$ cat config.mk
export PLATFORM = sky130hd
export DESIGN_NAME = busarb_central
export DESIGN_NICKNAME = d
export VERILOG_FILES = /design/src/rtl/busarb_pkg.sv /design/src/rtl/busarb_req_reg.sv /design/src/rtl/busarb_prio_net.sv /design/src/rtl/busarb_jk_cell.sv /design/src/rtl/busarb_central.sv
export SDC_FILE = /design/constraint.sdc
export NUM_CORES = 1
export LEC_CHECK = 0
export BUFFER_PORTS_ARGS = -buffer_cell sky130_fd_sc_hd__buf_2
export CAP_MARGIN = 40
export CORE_AREA = 2 2 39 41
export CTS_CLUSTER_SIZE = 20
export DETAILED_ROUTE_END_ITERATION = 8
export DIE_AREA = 0 0 41 43
export PLACE_DENSITY = 0.49
export SLEW_MARGIN = 20
export SYNTH_ARGS = -nofsm -noshare
export SYNTH_HDL_FRONTEND = slang
export SYNTH_SLANG_ARGS = --single-unit
$ cat constraint.sdc
create_clock -name clk -period 1.8 [get_ports clk]
set_input_delay 0.09 -clock clk [delete_from_list [all_inputs] [get_ports clk]]
set_output_delay 0.09 -clock clk [all_outputs]
set_load 0.005 [all_outputs]
$ cat src/rtl/busarb_pkg.sv
package busarb_pkg;

    localparam int ARB_N  = 3;
    localparam int ARB_IW = $clog2(ARB_N);

    // Priority slots, slot 0 = highest. Each slot holds a master index.
    // Order: A(0), then C(2), then B(1).
    localparam logic [ARB_N*ARB_IW-1:0] ARB_ORDER = {2'd1, 2'd2, 2'd0};

    typedef enum logic [0:0] {
        ST_IDLE  = 1'b0,
        ST_OWNED = 1'b1
    } arb_state_t;

endpackage

$ cat src/rtl/busarb_req_reg.sv
module busarb_req_reg #(
    parameter int N = 3
) (
    input  logic         clk,
    input  logic         rst_n,
    input  logic [N-1:0] req_i,
    output logic [N-1:0] req_q
);

    always_ff @(posedge clk) begin
        if (!rst_n) begin
            req_q <= '0;
        end else begin
            req_q <= req_i;
        end
    end

endmodule

$ cat src/rtl/busarb_prio_net.sv
module busarb_prio_net #(
    parameter int                N     = 3,
    parameter int                IW    = 2,
    parameter logic [N*IW-1:0]   ORDER = {2'd1, 2'd2, 2'd0}
) (
    input  logic         en_i,
    input  logic [N-1:0] req_i,
    output logic [N-1:0] pick_o
);

    // Walk slots from lowest priority to highest so the highest one wins.
    always_comb begin
        pick_o = '0;
        if (en_i) begin
            for (int s = N - 1; s >= 0; s--) begin
                if (req_i[ORDER[s*IW +: IW]]) begin
                    pick_o = '0;
                    pick_o[ORDER[s*IW +: IW]] = 1'b1;
                end
            end
        end
    end

endmodule

$ cat src/rtl/busarb_jk_cell.sv
module busarb_jk_cell (
    input  logic clk,
    input  logic rst_n,
    input  logic j_i,
    input  logic k_i,
    output logic q_o
);

    logic d;

    // hold on 00, clear on 01, set on 10, toggle on 11
    always_comb begin
        d = (j_i & ~q_o) | (~k_i & q_o);
    end

    always_ff @(posedge clk) begin
        if (!rst_n) begin
            q_o <= 1'b0;
        end else begin
            q_o <= d;
        end
    end

endmodule

$ cat src/rtl/busarb_central.sv
module busarb_central
    import busarb_pkg::*;
#(
    parameter int                N     = ARB_N,
    parameter int                IW    = ARB_IW,
    parameter logic [N*IW-1:0]   ORDER = ARB_ORDER
) (
    input  logic         clk,
    input  logic         rst_n,
    input  logic [N-1:0] req_i,
    input  logic [N-1:0] rel_i,
    output logic [N-1:0] gnt_o
);

    arb_state_t   st_q;
    arb_state_t   st_nxt;
    logic         net_en;
    logic [N-1:0] req_q;
    logic [N-1:0] pick;
    logic [N-1:0] gnt;

    busarb_req_reg #(.N(N)) u_req (
        .clk   (clk),
        .rst_n (rst_n),
        .req_i (req_i),
        .req_q (req_q)
    );

    busarb_prio_net #(.N(N), .IW(IW), .ORDER(ORDER)) u_prio (
        .en_i   (net_en),
        .req_i  (req_q),
        .pick_o (pick)
    );

    for (genvar g = 0; g < N; g++) begin : g_hold
        busarb_jk_cell u_jk (
            .clk   (clk),
            .rst_n (rst_n),
            .j_i   (pick[g]),
            .k_i   (rel_i[g]),
            .q_o   (gnt[g])
        );
    end

    // state register
    always_ff @(posedge clk) begin
        if (!rst_n) begin
            st_q <= ST_IDLE;
        end else begin
            st_q <= st_nxt;
        end
    end

    // transitions
    always_comb begin
        st_nxt = st_q;
        unique case (st_q)
            ST_IDLE: begin
                if (|pick) begin
                    st_nxt = ST_OWNED;          // IDLE_TO_OWNED
                end
            end
            ST_OWNED: begin
                if (|(gnt & rel_i)) begin
                    st_nxt = ST_IDLE;           // OWNED_TO_IDLE
                end
            end
            default: st_nxt = ST_IDLE;
        endcase
    end

    // outputs
    always_comb begin
        net_en = (st_q == ST_IDLE);
        gnt_o  = gnt;
    end

endmodule

==> impl_metrics.json, run 1 <==
{
  "status": "finished clean",
  "ys_seq_area_share_pct": 50.2,
  "finalCritPeriodShare_pct": 52.9,
  "syn_to_final_growth_pct": 26.5,
  "cts_buffer_depth": 2,
  "wl_met1_um": 228,
  "wl_per_cell_um": 8.59,
  "drt_first_pass_iters": 4,
  "power.internal_w": 0.000266,
  "seqCellArea_um2": 140,
  "ir_worst_vdd_mv": 0.387,
  "grt_max_degree": 8,
  "cts_tree": "done",
  "post-route-drc-count": 0,
  "routed.top_layer": "met3",
  "vias_per_cell": 4.06,
  "post_synth.cell_area_avg_um2": 10.3,
  "yosysTopAreaCell": "dfxtp_1",
  "comb_power_share_pct": 8.2,
  "place.gp.congestion": 0.628,
  "p_seq_share_pct": 50.6,
  "grt_pass1_wl_um": 786,
  "p_per_area_nw_per_um2": 962,
  "synth-seq-cells": 7,
  "final_cells": 54,
  "setup-violations-final": 0,
  "skew_ns": 0.00782,
  "grt_antenna_before_repair": 0,
  "clock_latency_ns": 0.25,
  "r2r-start": "g_hold[2].u_jk.q_o$_SDFF_PN0_",
  "antenna_cells": 0,
  "clockPowerShare_pct": 41.1,
  "drive_gt1_share_pct": 34.2,
  "synth_warnings": 0,
  "ioPinCount": 11,
  "slowest_delay_ns": 0.35,
  "cts_hold_buf": 0,
  "switching_share_pct": 21.6,
  "synth_top_cell_area_share_pct": 50.2,
  "hold_violations": 0,
  "synthArstFlopShare_pct": 0,
  "row_count": 14,
  "synth_area_leaders": "dfxtp_1, buf_4, and2_1",
  "endpoint_kind": "flip-flop",
  "track_usage_pct": 7.56,
  "initialDrtViolationCount": 8,
  "place_hpwl_um": 350,
  "grt_setup_unrepaired": "no",
  "hold_class": "in -> reg",
  "core_area_um2": 1380,
  "criticalPathCategory": "reg -> reg",
  "ys_top_cells_by_count": "dfxtp_1, and2_1, buf_4",
  "num_vias": 219,
  "r2r_slack_ns": 0.85,
  "htreeDepth": 1,
  "cp_cell_sequence": "a222oi_1 -> inv_1 -> a21oi_1",
  "multiInputGateArea_um2": 113,
  "die_x_um": 41,
  "r2r_cells": 3,
  "io_buffers": 10,
  "fillerInstances": 149,
  "min_period_ns": 0.952,
  "die_y_um": 43,
  "wl_met2_um": 163,
  "cp-startpoint": "g_hold[2].u_jk.q_o$_SDFF_PN0_",
  "critPathSlowestCell": "a222oi_1",
  "r2r-end": "st_q$_SDFF_PN0_",
  "grt_pass1_vias": 196,
  "fmaxAchievable_mhz": 1050,
  "die-area_um2": 1760,
  "synthCells": 27,
  "switchingPower_w": 0.0000734,
  "slew_violations": 0,
  "tightest_slew_ns": 0.316,
  "max_slew_margin_pct": 78.7,
  "maxCapViolCount": 0,
  "initial_core_util_pct": 20.2,
  "syn-num-nets": 35,
  "synth_edf_count": 0,
  "routed_wl_um": 464,
  "synth_most_common_cell": "dfxtp_1",
  "path_max_fanout": 4,
  "synthFlopType": "dfxtp_1",
  "arrival_ns": 1.14,
  "cp-start-kind": "flip-flop",
  "cts_setup_buffers": 0,
  "root_buffer": "clkbuf_4",
  "overflow": 0,
  "wl_met3_um": 72,
  "syn-cell-area_um2": 279,
  "numCtsBuffers": 3,
  "cts.sinks": 7,
  "finalSetupTns_ns": 0,
  "dp_cells": 50,
  "p_leak_nw": 0.157,
  "ant_nets": 0,
  "crit_end": "st_q$_SDFF_PN0_",
  "cp.required_ns": 1.98,
  "final_nets": 47,
  "cts_resized": 0,
  "synthDistinctLibCells": 15,
  "path_clk_slew_ns": 0.05
}
-- cell families (layout without fill, tap and decap cells) --
family                 Yosys count  in the layout  synth area share (%)
and+or+nand+nor                 10             10                  23.8
DFF                              7              7                  50.2
AOI/OAI and AO/OA                6              6                  16.6
buffers and inverters            4             15                  9.42
-- stage by stage --
stage	util [%]	worst slack, ns	area [um2]	hold WS (ns)	total power, W
6_report	25.5	0.848	353	0.0489	0.000340
5_1_grt	25.5	0.783	353	0.0465	0.000368
4_1_cts	25.5	0.851	353	0.0397	0.000347
3_5_place_dp	23.6	0.877	327	0.298	0.000203
3_3_place_gp	23.6	0.877	327	0.299	0.000203
2_1_floorplan	-	0.939	279	0.208	0.000192
-- power by group through the flow --
stage               logic [W]  clock network (W)  registers, W
floorplan           0.0000185                  0      0.000173
global placement    0.0000281                  0      0.000175
detailed placement  0.0000278                  0      0.000176
CTS                 0.0000284           0.000147      0.000172
global route        0.0000316           0.000162      0.000174
finish              0.0000280           0.000140      0.000172
-- metal layers --
metal | global-route usage (%) | up-vias
met5 | 0 | -
met4 | 2.00 | 0
met3 | 9.42 | 0
met2 | 8.13 | 12
met1 | 9.12 | 90
li1 | - | 117
-- placed cells by master (no fill, tap or decap) --
cell type / n
o21a_1: 2
nor2b_1: 2
a21boi_1: 1
nand3b_1: 1
and2_1: 3
nor4b_1: 1
nand2b_1: 1
nor3b_1: 1
nor3_1: 1
a222oi_1: 1
o41ai_1: 1
dfxtp_1: 7
inv_1: 1
a21oi_1: 1
clkbuf_1: 1
buf_2: 10
clkbuf_4: 3
-- cell type report --
| cell class | instances | area share, % |
|---|---|---|
| repair buffers | 10 | 14.2 |
| clock buffers | 4 | 7.45 |
| inverters | 1 | 1.06 |
| flip-flops and latches | 7 | 39.7 |
| well taps | 16 | 5.67 |
| multi-input cells | 16 | 31.9 |
-- how the worst min path moves through the flow --
stage,startpoint,to,slack (ns),depth (start not counted)
finish,req_i[0],u_req.req_q[0]$_SDFF_PN0_,0.05,2
global route,req_i[0],u_req.req_q[0]$_SDFF_PN0_,0.05,2
CTS,req_i[0],u_req.req_q[0]$_SDFF_PN0_,0.04,2
detailed placement,req_i[0],u_req.req_q[0]$_SDFF_PN0_,0.30,2
global placement,req_i[2],u_req.req_q[2]$_SDFF_PN0_,0.30,2
floorplan,rst_n,g_hold[0].u_jk.q_o$_SDFF_PN0_,0.21,1
-- sequential cells by signal, summed over array words and instances (netlist names) --
register and cells:
g_hold.u_jk.q_o 3, st_q 1, u_req.req_q 3
-- worst max-delay path, delay by kind of cell (launching register included) --
kind                   cells  cell delay (ns)
AOI/OAI and AO/OA          2             0.49
DFF                        1             0.33
buffers and inverters      1             0.07
Note: power is estimated with default switching activity, not from simulation.
==> run 2: changes to the inputs <==
- clock period: 1.8 -> 1 ns (I/O delays scaled with it)
==> run 2 against run 1 <==
  * Sequential power increased by 82%
  * Critical path depth is the same
  * Sequential share of layout area is 3.8 points lower
  * Global-route usage down 0.12 points
  * Die area unchanged
  * Worst hold slack better by 0.021 ns
  * Critical path type unchanged
  * Highest routed layer unchanged
  * Power is 87% higher
  * Via count rose by 5.5%
  * Utilization increased by 3.2 points
  * Combinational power grew 120%
==> impl_metrics.json, run 2 (same netlist as run 1, synthesis figures left out) <==
{
  "ant_nets": 0,
  "p_per_area_nw_per_um2": 1600,
  "reg_top3": "g_hold.u_jk.q_o x3, u_req.req_q x3, st_q x1",
  "ir_worst_vdd_mv": 0.533,
  "fillerInstances": 147,
  "initialDrtViolationCount": 7,
  "cp-start-kind": "flip-flop",
  "io_buffers": 10,
  "utilization_pct": 28.7,
  "finalSetupTns_ns": 0,
  "multiInputGateArea_um2": 124,
  "finalCritPeriodShare_pct": 88.4,
  "clock_latency_ns": 0.25,
  "setup-violations-final": 0,
  "die_y_um": 43,
  "initial_core_util_pct": 20.2,
  "vias_per_cell": 4.05,
  "final_common_cell": "buf_2",
  "p_leak_nw": 0.174,
  "hold_class": "in -> reg",
  "die_x_um": 41,
  "cts.sinks": 7,
  "syn_to_final_growth_pct": 42.2,
  "overflow": 0,
  "post-route-drc-count": 0,
  "antenna_cells": 0,
  "grt_antenna_before_repair": 0,
  "core_area_um2": 1380,
  "grt_pass1_vias": 200,
  "path_max_fanout": 4,
  "status": "finished clean",
  "final_nets": 50,
  "htreeDepth": 1,
  "tightest_slew_ns": 0.272,
  "arrival_ns": 1.07,
  "drt_first_pass_iters": 4,
  "die-area_um2": 1760,
  "numCtsBuffers": 3,
  "grt_pass1_wl_um": 807,
  "max_slew_margin_pct": 81.7,
  "routed_wl_um": 529,
  "num_vias": 231,
  "cp.required_ns": 1.19,
  "drive_gt1_share_pct": 41.5,
  "final_cell_mix": "buf_2, dfxtp_1, and2_1, clkbuf_4, dlygate4sd3_1",
  "hold_violations": 0,
  "endpoint_kind": "flip-flop",
  "ioPinCount": 11,
  "grt_setup_unrepaired": "no",
  "skew_ns": 0.00232,
  "slew_violations": 0,
  "place.gp.congestion": 0.628,
  "place_hpwl_um": 368,
  "cts_buffer_depth": 2,
  "grt_max_degree": 8,
  "maxCapViolCount": 0,
  "row_count": 14,
  "track_usage_pct": 7.44,
  "seqCellArea_um2": 143,
  "fmaxAchievable_mhz": 1130,
  "root_buffer": "clkbuf_4",
  "path_clk_slew_ns": 0.05,
  "criticalPathCategory": "reg -> reg",
  "cts_tree": "done",
  "min_period_ns": 0.884,
  "wl_per_cell_um": 9.28
}
==> run 2: cell type report <==
class	count	area share, %
inverters	1	0.946
repair buffers	13	20.2
flip-flops and latches	7	36.0
multi-input cells	16	31.2
well taps	16	5.05
clock buffers	4	6.62
==> run 2: where the power goes <==
group          internal, W  leakage (nW)  switching (W)  total [W]
Clock             0.000152        0.0150       0.000105   0.000257
Combinational    0.0000412         0.101      0.0000217  0.0000628
Sequential        0.000296        0.0587      0.0000170   0.000313
==> run 2: per-layer routing <==
metal | part of all wire [%] | wire length (um) | GRT usage, % | up-vias
li1 | - | - | - | 120
met1 | 51 | 271 | 9.39 | 101
met2 | 39 | 204 | 8.44 | 10
met3 | 10 | 53 | 3.14 | 0
met4 | 0 | 0 | 8.00 | 0
met5 | 0 | 0 | 0 | -
==> run 2: critical path, cell delays in order, from the launching register on <==
cell and delay, ns:
dfxtp_2 0.33, a222oi_1 0.29, inv_1 0.10, a21oi_2 0.11
==> run 2: worst paths after layout <==
kind | from | to | slack [ns] | cells after the start
max | g_hold[2].u_jk.q_o$_SDFF_PN0_ | st_q$_SDFF_PN0_ | 0.12 | 3
min | rst_n | st_q$_SDFF_PN0_ | 0.07 | 3
max reg2reg | g_hold[2].u_jk.q_o$_SDFF_PN0_ | st_q$_SDFF_PN0_ | 0.12 | 3
min reg2reg | u_req.req_q[1]$_SDFF_PN0_ | g_hold[1].u_jk.q_o$_SDFF_PN0_ | 0.50 | 2
==> run 2: through the flow <==
stage | hold slack, ns | setup WS, ns | power, W | area (um2) | instances
final | 0.0699 | 0.116 | 0.000633 | 397 | 57
after global routing | 0.0711 | 0.0154 | 0.000683 | 397 | 57
after CTS | 0.0754 | 0.0684 | 0.000638 | 383 | 57
after detailed placement | 0.259 | 0.0834 | 0.000367 | 327 | 50
after global placement | 0.259 | 0.0771 | 0.000366 | 327 | 50
after floorplan | 0.168 | 0.139 | 0.000346 | 279 | 27
==> run 2: what timing repair did <==
| action | CTS | global route |
|---|---|---|
| setup endpoints to repair | 0 | 1 |
| gates resized for setup | 0 | 4 |
| hold buffers | 3 | 0 |
| buffers inserted | 0 | 0 |
| endpoints found under the hold margin | 3 | 0 |
==> run 3: changes to the inputs <==
- CELL_PAD_IN_SITES_DETAIL_PLACEMENT: default -> 1
- CELL_PAD_IN_SITES_GLOBAL_PLACEMENT: default -> 1
- PLACE_DENSITY: 0.49 -> 0.59
==> run 3 against run 2 <==
  * Die area did not move
  * Setup slack got worse by 0.064 ns
  * Largest cell class unchanged
  * Sequential power barely moved
  * Flip-flop and latch count did not move
  * Critical path depth did not move
  * Final cell count did not move
  * Critical path type unchanged
  * Largest power group unchanged
  * Global-route usage rose by 0.71 points
==> impl_metrics.json, run 3 (same netlist as run 1, synthesis figures left out) <==
{
  "track_usage_pct": 8.16,
  "routed_wl_um": 625,
  "power.internal_w": 0.000489,
  "max_slew_margin_pct": 76.9,
  "wl_met1_um": 241,
  "status": "finished clean",
  "final_nets": 50,
  "reg_top3": "g_hold.u_jk.q_o x3, u_req.req_q x3, st_q x1",
  "wl_met2_um": 326,
  "syn_to_final_growth_pct": 39.5,
  "drt_first_pass_iters": 4,
  "finalCritPeriodShare_pct": 94.8,
  "cp_cell_sequence": "a222oi_1 -> inv_1 -> a21oi_2",
  "post-route-drc-count": 0,
  "path_max_fanout": 4,
  "ioPinCount": 11,
  "routed.top_layer": "met3",
  "cts.sinks": 7,
  "criticalPathCategory": "reg -> reg",
  "grt_pass1_wl_um": 890,
  "wl_per_cell_um": 11.0,
  "grt_antenna_before_repair": 0,
  "switchingPower_w": 0.000146,
  "slew_violations": 0,
  "drive_gt1_share_pct": 39.0,
  "initialDrtViolationCount": 4,
  "setup-violations-final": 0,
  "final_common_cell": "buf_2",
  "grt_max_degree": 8,
  "fmaxAchievable_mhz": 1060,
  "clock_latency_ns": 0.25,
  "min_period_ns": 0.948,
  "holdPathStages": 2,
  "dp_worst_setup_slack_ns": 0.0442,
  "finalWorstSetupSlack_ns": 0.0523,
  "p_leak_nw": 0.170,
  "path_buf_inv": 1,
  "skew_ns": 0.00240,
  "r2r-start": "g_hold[2].u_jk.q_o$_SDFF_PN0_",
  "root_buffer": "clkbuf_4",
  "p_per_area_nw_per_um2": 1630,
  "grt_setup_unrepaired": "yes",
  "maxCapViolCount": 0,
  "r2r-end": "st_q$_SDFF_PN0_",
  "cts_tree": "done",
  "r2r_cells": 3,
  "finalSetupTns_ns": 0,
  "die-area_um2": 1760,
  "r2r_slack_ns": 0.05,
  "core_area_um2": 1380,
  "row_count": 14,
  "overflow": 0,
  "io_buffers": 10,
  "numCtsBuffers": 3,
  "hold_class": "in -> reg",
  "htreeDepth": 1,
  "comb_power_share_pct": 9.9,
  "holdPathEnd": "g_hold[0].u_jk.q_o$_SDFF_PN0_",
  "slowest_delay_ns": 0.33,
  "die_x_um": 41,
  "wl_met3_um": 58,
  "cp.required_ns": 1.19,
  "critPathSlowestCell": "dfxtp_2",
  "ant_nets": 0,
  "die_y_um": 43,
  "whs_ns": 0.0742,
  "place.gp.congestion": 0.666,
  "tightest_slew_ns": 0.342,
  "crit_family": "compound AO/OA/AOI/OAI gates",
  "hold_violations": 0,
  "antenna_cells": 0,
  "cp-start-kind": "flip-flop",
  "arrival_ns": 1.14,
  "path_clk_slew_ns": 0.05,
  "place_hpwl_um": 417,
  "min_from": "rst_n",
  "finalPower_w": 0.000635,
  "vias_per_cell": 4.26,
  "switching_share_pct": 23.1,
  "final_cell_mix": "buf_2, dfxtp_1, and2_1, clkbuf_4, dlygate4sd3_1",
  "p_seq_share_pct": 49.2,
  "grt_pass1_vias": 240,
  "endpoint_kind": "flip-flop",
  "initial_core_util_pct": 20.2,
  "utilization_pct": 28.1,
  "num_vias": 243,
  "cts_buffer_depth": 2,
  "ir_worst_vdd_mv": 0.692,
  "clockPowerShare_pct": 40.9
}
-- run 3: timing repair --
action,CTS,global route
gates resized for setup,0,3
setup buffers,0,0
hold endpoints to repair,3,0
hold buffers,3,0
endpoints found under the setup margin,0,1
-- run 3: worst register-to-register path: cells and delay by family, from the launching register on --
family	cells	cell delay (ns)
AO/OA/AOI/OAI	2	0.45
buffers and inverters	1	0.11
flip-flops	1	0.33
-- run 3: per-layer routing --
metal,vias to the layer above,global-route usage (%)
li1,120,-
met2,12,12.2
met4,0,4.00
met5,-,0
met1,111,7.79
met3,0,6.28
-- run 3: power by group through the flow --
stage	registers [W]	logic [W]	clock network, W
floorplan	0.000312	0.0000333	0
finish	0.000312	0.0000628	0.000260
detailed placement	0.000316	0.0000514	0
global placement	0.000316	0.0000511	0
CTS	0.000311	0.0000606	0.000272
global route	0.000315	0.0000710	0.000287
-- run 3: worst max-delay path by stage --
stage	start	cells past startpoint	to	slack [ns]
5_1_grt	g_hold[2].u_jk.q_o$_SDFF_PN0_	3	st_q$_SDFF_PN0_	-0.06
2_1_floorplan	g_hold[2].u_jk.q_o$_SDFF_PN0_	3	st_q$_SDFF_PN0_	0.14
4_1_cts	g_hold[2].u_jk.q_o$_SDFF_PN0_	3	st_q$_SDFF_PN0_	0.005
3_3_place_gp	g_hold[2].u_jk.q_o$_SDFF_PN0_	3	st_q$_SDFF_PN0_	0.08
6_report	g_hold[2].u_jk.q_o$_SDFF_PN0_	3	st_q$_SDFF_PN0_	0.05
3_5_place_dp	g_hold[2].u_jk.q_o$_SDFF_PN0_	3	st_q$_SDFF_PN0_	0.04
-- run 3: per-stage QoR --
step                      std cells  area, um2
after global placement           50        327
after CTS                        57        383
after detailed placement         50        327
after global routing             57        389
after floorplan                  27        279
final                            57        389
-- run 3: layout make-up --
cell class                      instances  area (um2)
Fill cell                             166         995
Sequential cell                         7         143
Multi-Input combinational cell         16         116
Timing Repair Buffer                   13        80.1
Clock buffer                            4        26.3
Tap cell                               16        20.0
Inverter                                1        3.75
